<file path="src/rtl/adc_seq_pkg.sv">
// Package: shared widths and the control register layout of the sequencer.
// Assumes the sampling field fits in SAMP_W bits; widths derive from it.
package adc_seq_pkg;
    parameter int unsigned SAMP_W = 8;
    localparam int unsigned CFG_W = SAMP_W + 2;

    typedef struct packed {
        logic [SAMP_W-1:0] samp;
        logic              clk_full;
        logic              pwr_dn;
    } ctrl_t;
endpackage

</file>
<file path="src/rtl/adc_ctrl_reg.sv">
// Control register: power-down, clock select and sampling length.
// Assumes writes are single-cycle strobes; clock select is locked unless
// the stored power-down bit is set in the cycle of the write.
module adc_ctrl_reg
    import adc_seq_pkg::*;
#(
    parameter int unsigned SAMP_RST = 22
) (
    input  logic             clk,
    input  logic             rst_n,
    input  logic             we,
    input  logic [CFG_W-1:0] wdata,
    output ctrl_t            ctrl
);
    ctrl_t ctrl_q;
    ctrl_t wr;

    assign wr   = ctrl_t'(wdata);
    assign ctrl = ctrl_q;

    // Register update with clock-select lock outside power-down.
    always_ff @(posedge clk) begin
        if (!rst_n) begin
            ctrl_q.pwr_dn   <= 1'b1;
            ctrl_q.clk_full <= 1'b0;
            ctrl_q.samp     <= SAMP_W'(SAMP_RST);
        end else if (we) begin
            ctrl_q.pwr_dn <= wr.pwr_dn;
            ctrl_q.samp   <= wr.samp;
            if (ctrl_q.pwr_dn) begin
                ctrl_q.clk_full <= wr.clk_full;
            end
        end
    end
endmodule

</file>
<file path="src/rtl/adc_clk_tick.sv">
// Conversion-clock enable: every bus cycle in full mode, every second bus
// cycle in half mode. Phase restarts on each accepted command so lengths
// are exact multiples of the divider.
module adc_clk_tick (
    input  logic clk,
    input  logic rst_n,
    input  logic full,
    input  logic run,
    input  logic restart,
    output logic tick
);
    logic div_q;

    // Divider phase toggles only while a conversion runs.
    always_ff @(posedge clk) begin
        if (!rst_n || restart || !run) begin
            div_q <= 1'b0;
        end else begin
            div_q <= ~div_q;
        end
    end

    assign tick = full | div_q;
endmodule

</file>
<file path="src/rtl/adc_conv_fsm.sv">
// Conversion timing engine: loads a length on acceptance, counts it down
// in conversion-clock ticks, chains commands arriving in the completion
// cycle with the shorter length and flags early commands as overrun.
// Assumes the length fits in the counter derived from SAMP_W.
module adc_conv_fsm
    import adc_seq_pkg::*;
#(
    parameter int unsigned CH_W      = 5,
    parameter int unsigned RES_W     = 12,
    parameter int unsigned SAR_STEPS = 13,
    parameter int unsigned STEP_CYC  = 4
) (
    input  logic             clk,
    input  logic             rst_n,
    input  ctrl_t            ctrl,
    input  logic             tick,
    input  logic             trig_valid,
    input  logic [CH_W-1:0]  trig_chan,
    input  logic             ovr_clr,
    output logic             restart,
    output logic             busy,
    output logic             done,
    output logic [RES_W-1:0] result,
    output logic             overrun
);
    localparam int unsigned CONV_CYC  = (SAR_STEPS + 1) * STEP_CYC;
    localparam int unsigned OVH_FIRST = 4 + CONV_CYC;
    localparam int unsigned OVH_NEXT  = 3 + CONV_CYC;
    localparam int unsigned MAX_LEN   = (2 ** SAMP_W) - 1 + OVH_FIRST;
    localparam int unsigned LEN_W     = $clog2(MAX_LEN + 1);

    logic             busy_q, done_q, ovr_q;
    logic [LEN_W-1:0] cnt_q;
    logic [CH_W-1:0]  chan_q;
    logic [RES_W-1:0] res_q;
    logic             fin, accept, early;
    logic [LEN_W-1:0] len_first, len_next;

    assign len_first = LEN_W'(ctrl.samp) + LEN_W'(OVH_FIRST);
    assign len_next  = LEN_W'(ctrl.samp) + LEN_W'(OVH_NEXT);
    assign fin       = busy_q & tick & (cnt_q == LEN_W'(1));
    assign accept    = trig_valid & ~ctrl.pwr_dn & (~busy_q | fin);
    assign early     = trig_valid & ~ctrl.pwr_dn & busy_q & ~fin;
    assign restart   = accept;

    // Conversion state: start, chain, count down, complete or abort.
    always_ff @(posedge clk) begin
        if (!rst_n || ctrl.pwr_dn) begin
            busy_q <= 1'b0;
            cnt_q  <= '0;
            chan_q <= '0;
        end else if (accept) begin
            busy_q <= 1'b1;
            cnt_q  <= fin ? len_next : len_first;
            chan_q <= trig_chan;
        end else if (fin) begin
            busy_q <= 1'b0;
        end else if (busy_q && tick) begin
            cnt_q <= cnt_q - LEN_W'(1);
        end
    end

    // Completion pulse and placeholder result capture.
    always_ff @(posedge clk) begin
        if (!rst_n) begin
            done_q <= 1'b0;
            res_q  <= '0;
        end else begin
            done_q <= fin & ~ctrl.pwr_dn;
            if (fin && !ctrl.pwr_dn) begin
                res_q <= RES_W'(chan_q);
            end
        end
    end

    // Sticky overrun: set wins over a simultaneous clear.
    always_ff @(posedge clk) begin
        if (!rst_n) begin
            ovr_q <= 1'b0;
        end else if (early) begin
            ovr_q <= 1'b1;
        end else if (ovr_clr) begin
            ovr_q <= 1'b0;
        end
    end

    assign busy    = busy_q;
    assign done    = done_q;
    assign result  = res_q;
    assign overrun = ovr_q;
endmodule

</file>
<file path="src/rtl/adc_conv_sequencer.sv">
// Top level: control register, conversion-clock enable and timing engine.
// Assumes triggers and control writes are synchronous to clk.
module adc_conv_sequencer
    import adc_seq_pkg::*;
#(
    parameter int unsigned CH_W      = 5,
    parameter int unsigned RES_W     = 12,
    parameter int unsigned SAMP_RST  = 22,
    parameter int unsigned SAR_STEPS = 13,
    parameter int unsigned STEP_CYC  = 4
) (
    input  logic             clk,
    input  logic             rst_n,
    input  logic             cfg_we,
    input  logic [CFG_W-1:0] cfg_wdata,
    output logic [CFG_W-1:0] cfg_q,
    input  logic             ovr_clr,
    input  logic             trig_valid,
    input  logic [CH_W-1:0]  trig_chan,
    output logic             busy,
    output logic             done,
    output logic [RES_W-1:0] result,
    output logic             overrun
);
    ctrl_t ctrl;
    logic  tick, restart;

    assign cfg_q = CFG_W'(ctrl);

    adc_ctrl_reg #(.SAMP_RST(SAMP_RST)) u_ctrl (
        .clk(clk), .rst_n(rst_n), .we(cfg_we), .wdata(cfg_wdata), .ctrl(ctrl)
    );

    adc_clk_tick u_tick (
        .clk(clk), .rst_n(rst_n), .full(ctrl.clk_full), .run(busy),
        .restart(restart), .tick(tick)
    );

    adc_conv_fsm #(
        .CH_W(CH_W), .RES_W(RES_W), .SAR_STEPS(SAR_STEPS), .STEP_CYC(STEP_CYC)
    ) u_fsm (
        .clk(clk), .rst_n(rst_n), .ctrl(ctrl), .tick(tick),
        .trig_valid(trig_valid), .trig_chan(trig_chan), .ovr_clr(ovr_clr),
        .restart(restart), .busy(busy), .done(done), .result(result),
        .overrun(overrun)
    );
endmodule

</file>
<file path="config.mk">
export PLATFORM = sky130hd
export DESIGN_NAME = adc_conv_sequencer
export DESIGN_NICKNAME = d
export VERILOG_FILES = /design/src/rtl/adc_seq_pkg.sv /design/src/rtl/adc_ctrl_reg.sv /design/src/rtl/adc_clk_tick.sv /design/src/rtl/adc_conv_fsm.sv /design/src/rtl/adc_conv_sequencer.sv
export SDC_FILE = /design/constraint.sdc
export NUM_CORES = 1
export LEC_CHECK = 0
export BUFFER_PORTS_ARGS = -buffer_cell sky130_fd_sc_hd__buf_4
export CAP_MARGIN = 20
export CORE_ASPECT_RATIO = 0.5
export CORE_MARGIN = 4
export CORE_UTILIZATION = 53
export CTS_BUF_LIST = sky130_fd_sc_hd__clkbuf_4 sky130_fd_sc_hd__clkbuf_8 sky130_fd_sc_hd__clkbuf_16
export DETAILED_ROUTE_END_ITERATION = 10
export PLACE_DENSITY = 0.79
export SLEW_MARGIN = 20
export SYNTH_ARGS = -nofsm -noshare
export SYNTH_HDL_FRONTEND = slang
export SYNTH_SLANG_ARGS = --single-unit
</file>
<file path="constraint.sdc">
create_clock -name clk -period 2.45 [get_ports clk]
set_input_delay 0.3675 -clock clk [delete_from_list [all_inputs] [get_ports clk]]
set_output_delay 0.3675 -clock clk [all_outputs]
set_load 0.05 [all_outputs]
</file>
* Word-level counts from Yosys, hierarchy flattened
Index checks and enable logic that the tools add are counted.
** Word-level totals
- Register bits after elaboration :: 33
- Latch bits :: 0
- RAM bits :: 0
- Memory bits (read-only) :: 0
- Input port bits :: 20
- Output and inout port bits :: 25
- Logic and storage cells :: 49
- Memories :: 0
** Cells by class
- $add $sub $neg :: 3
- Multipliers :: 0
- Divide/modulo/power cells :: 0
- Magnitude comparators :: 0
- Eq/ne operators :: 2
- Shift operators :: 0
- Muxes and demuxes :: 8
- Bitwise operators :: 13
- Reduce and logical (&&, ||, !) cells :: 13
** Operator list (number)
- 2-to-1 mux 9 bit :: 4
- adder 8 x 6 -> 9 bit (second input constant) :: 2
- == test 9 x 1 -> 1 bit (second input constant) :: 1
- subtractor 9 x 1 -> 9 bit (second input constant) :: 1
- AND 1 bit :: 7
- nonzero test 2 bit :: 3
- 2-to-1 mux 1 bit :: 4
- NOT 1 bit :: 4
- AND reduction 2 bit :: 2
- logical NOT 1 bit :: 3
- logical OR 1 bit :: 3
- logical AND 1 bit :: 2
- != test 2 bit (second input constant) :: 1
- OR 1 bit :: 2

* Longest topological paths before layout
- Depth in word-level cells :: 7
- Depth in mapped cells :: 8
- Mapped depth without buffers :: 7

* Cells and area by module
Synthesis repeated with hierarchy kept, for this count alone.
** Unflattened totals
- Cells, all modules :: 200
- Area total of the unflattened synthesis :: 1850.5 µm²
** By module, submodules not included
- adc_conv_fsm :: times used 1, cells an instance 163, area each 1437.6 µm², seq. area each 440.4 µm²
- adc_ctrl_reg :: times used 1, cells an instance 34, area each 374.1 µm², seq. area each 200.2 µm²
- adc_clk_tick :: times used 1, cells an instance 3, area each 38.8 µm², seq. area each 20.0 µm²

* Least setup slack after synthesis
No wires, ideal clock.
- Path type :: register -> register
- Start :: register u_ctrl.ctrl_q, in the netlist u_ctrl.ctrl[5]
- End :: register u_fsm.cnt_q[6]
- Library setup time :: 86 ps
- Data arrival time :: 1939 ps
- Required time :: 2364 ps
- Setup slack :: 426 ps
- Cell stages (with the launch flop) :: 7
- Path buffers :: 0
- Clock period less this slack :: 2024 ps
- Cell sequence :: dfxtp_1 > inv_1 > ha_1 > a2111oi_0 > mux2i_1 > xnor2_1 > a211oi_1
** On the way
- Word-level cells in the longest chain between the ends :: 3
- Elaborated cells on any way between the ends :: 4
- Classes of those cells :: add/sub (2); mux (2)
** Ends and longest elaborated chain
- from (decl) :: line adc_ctrl_reg.sv:15 : ctrl_t ctrl_q;
- adder 8 x 6 -> 9 bit (on tied branches) :: line adc_conv_fsm.sv:39, adc_conv_fsm.sv:40
- 2-to-1 mux 9 bit * :: line adc_conv_fsm.sv:54 : cnt_q <= fin ? len_next : len_first;
- 2-to-1 mux 9 bit * :: line adc_conv_fsm.sv:52 : end else if (accept) begin
- to (signal assigned) :: line adc_conv_fsm.sv:54
- to (signal assigned) :: line adc_conv_fsm.sv:59 : cnt_q <= cnt_q - LEN_W'(1);
- to (decl) :: line adc_conv_fsm.sv:33 : logic [LEN_W-1:0] cnt_q;
Every way passes the cells marked *; elsewhere a longest branch is shown, timed or not.
A chain may end at the register's enable or synchronous reset.

* Worst setup path in the final report
- Start :: register u_fsm.cnt_q[2]
- End :: register u_fsm.cnt_q[4]
** On the way
- Word-level cells in the longest chain between the ends :: 6
- Elaborated cells on any way between the ends :: 12
- Classes of those cells :: add/sub (1); eq/ne (2); mux (4); bitwise (3); reduce/logical (2)
** Ends and longest elaborated chain
- branches (longest 6 deep; another with subtractor 9 x 1 -> 9 bit)
Several ways; the timed one is not identified. The select of a mux whose other input is x is not followed.

==> impl_results.md <==
* Outcome: complete, no violations
* H-tree depth at 2
* Yosys top cell area share at 0.3634
* Die width at 90.83 µm
* Setup crit end kind: flip-flop
* Worst Path Arrival at 2330 ps
* Register area at 660.6 µm²
* Post-DP HPWL at 3159 µm
* CP Launch Type: flip-flop
* Number of diodes at 0
* CTS Buf Count at 5
* Setup WS pre-CTS at 234.4 ps
* Overflow after GRT at 0
* Largest net degree at the start of global routing at 20
* Worst min path class: input port to flip-flop
* R2R setup slack at 290 ps
* Nets at 268
* Post-Syn Area per Cell at 8.783 µm²
* Routed WL per cell at between 15 and 20 µm
* Design area at 0.002202 mm²
* Register area share after synthesis at 0.3634
* Total power at 1.288 mW
* Finished Layout Cells at 284
* Max IR drop VDD at 0.0003669 V
* GPL Wtd Cong at about 0.88
* EDFF count, synth at 0
* Ys flop type: dfxtp_1
* Number of synthesized register bits at 33
* GR Util All Layers at 0.1973
* Initial Util at 0.5798
* Mapped Area at about 0.0018 mm²
* YS warnings at 0
* Max-slew headroom at 0.6308
* Chip height at a little under 50 µm
* Final-layout fill cell count at 250
* Static leakage at between 0.8 and 0.9 nW
* Clock Path Buffers at 2
* Min Hold Slack at 293.0 ps
* Worst Setup Path Type: flip-flop to flip-flop
* Routed via count at 1600
* Data required, critical path at 2620 ps
* DRT Wirelength at 4325 µm
* Area contributors post-synth: dfxtp_1 (36%), nand2_1 (5.8%), mux2i_1 (5.0%)
* Max Transition Viols Final at 0
* FP Rows at 14
* Clk sinks at 33
* Initial DRC Count at 122
* Final Hold Viols at 0
* Core footprint at 0.003136 mm²
* Clock skew at 5.650 ps
* Layout cells sized above 1 at 0.2500
* Setup ws final at ~290 ps
* Clk Tree Root Cell: clkbuf_8
* Post-DRT Antenna Nets at 0
* Setup TNS at 0 ps
* Dpl cells at 276
* Synth top cells by count: dfxtp_1 (33), nand2_1 (28), o21ai_0 (10)
* Synth unique cells at 53
* Final Core Density at 0.7023
* Max Clock Freq at 462.3 MHz
* Vias in the first global route at between 1000 and 1500
* Tmin final at 2163 ps
* Clock latency on the worst-skew pair at approximately 280 ps
* Least-Margin Pin Slew at around 550 ps
* IO Pins at 45
* TritonCTS clock tree: yes
* RSZ-0062 raised after global routing: no
* Post-route clock period utilization at 0.8829
* Power density over the cells at 585.1 mW/mm²
* Residual DRC at 0
* Async SR Flop Fraction at 0
* Cell count after synthesis at between 200 and 250
* Cell taking the most area after synthesis: dfxtp_1
* Syn-to-layout area delta at 21.13%
* Worst-path maximum fanout at 6
* Hold Buf Count CTS at 0
* Area of the multi-input gates at 0.001037 mm²
* First-pass GRT wire length at 7010 µm
* Max-cap violations at 0
* Clock-pin slew on the worst setup and hold paths at 70 ps
* Number of vias per cell at 5.634
* Final Setup Violations at 0
* Placed Instance Area at 0.002077 mm²
* Buffers on Ports at 37
* Die Area at 0.004488 mm²
* Pre-antenna DRT Iters at 4
* Count leader, synth: dfxtp_1
* Initial antenna violation count at 0
## what timing repair did
action / 4_1_cts / 5_1_grt
endpoints found under the setup margin: 0 / 1
setup buffers: 0 / 0
gates resized for setup: 0 / 1
## critical path, cell delays in order (launching register included)
cell and delay (ps):
dfxtp_1 360, or4_1 700, nor4_4 430, mux2i_1 260, xor2_1 200, a211oi_2 90
## cell families after synthesis
family,share of synthesized area
muxes,0.04955
AOI/OAI and AO/OA,0.2182
xor gates and xnor gates,0.04336
and+or+nand+nor,0.2079
other,0.002063
buffers and inverters,0.08120
DFF,0.3634
adders and majority gates,0.03441
## sequential cells by signal, summed over array words and instances, names as in the netlist
name	count
u_fsm.done	1
u_fsm.result	5
u_fsm.overrun	1
u_tick.div_q	1
u_ctrl.ctrl	10
u_fsm.chan_q	5
u_fsm.cnt_q	9
u_fsm.busy	1
## per-layer routing
| layer | global-route usage | share of wire | wire (µm) | vias up |
|---|---|---|---|---|
| met4 | 0.06000 | 0.0088 | 38 | 0 |
| met2 | 0.3215 | 0.46 | 2001 | 38 |
| li1 | - | - | - | 801 |
| met1 | 0.2588 | 0.49 | 2106 | 756 |
| met3 | 0.04931 | 0.041 | 178 | 5 |
| met5 | 0 | 0 | 0 | - |
## power by group
| part | switching (mW) | internal, mW | total (mW) |
|---|---|---|---|
| logic | 0.116 | 0.0682 | 0.184 |
| clock network | 0.203 | 0.331 | 0.533 |
| registers | 0.0227 | 0.549 | 0.571 |
| total | 0.341 | 0.947 | 1.29 |
## path summary, 6_finish.rpt
| path | startpoint | endpoint | cells past startpoint |
|---|---|---|---|
| setup / recovery | u_fsm.cnt_q[2] | u_fsm.cnt_q[4] | 5 |
| hold / removal | cfg_wdata[3] | u_ctrl.ctrl[3] | 3 |
| setup reg to reg | u_fsm.cnt_q[2] | u_fsm.cnt_q[4] | 5 |
| hold reg to reg | u_fsm.chan_q[3] | u_fsm.result[3] | 2 |
## layout make-up
cell class	instances	area share
multi-input cells	154	0.4710
flip-flops and latches	33	0.3000
repair buffers	40	0.1364
clock inverters	2	0.01705
inverters	9	0.01534
clock buffers	6	0.03750
well taps	40	0.02273
## cell usage in the layout (no fill, tap or decap), types with 2 or more instances in the layout
master     instances
ha_1               5
nand2b_1           2
clkbuf_8           6
o211ai_1           2
o21a_1             2
a21boi_1           5
nor2_1             8
nand2_1           28
inv_1              9
a2111oi_0          2
nor3b_1            2
xnor2_1            7
mux2i_1            9
nor2b_1            6
o22ai_1            3
buf_4             40
a21oi_1            8
conb_1             7
o32ai_1            2
a31oi_1            3
or4_1              2
nor3_1             7
xor2_1             2
a211oi_1           5
and4b_1            2
o21ai_0           10
dfxtp_1           33
Note: power is estimated with default switching activity, not from simulation.
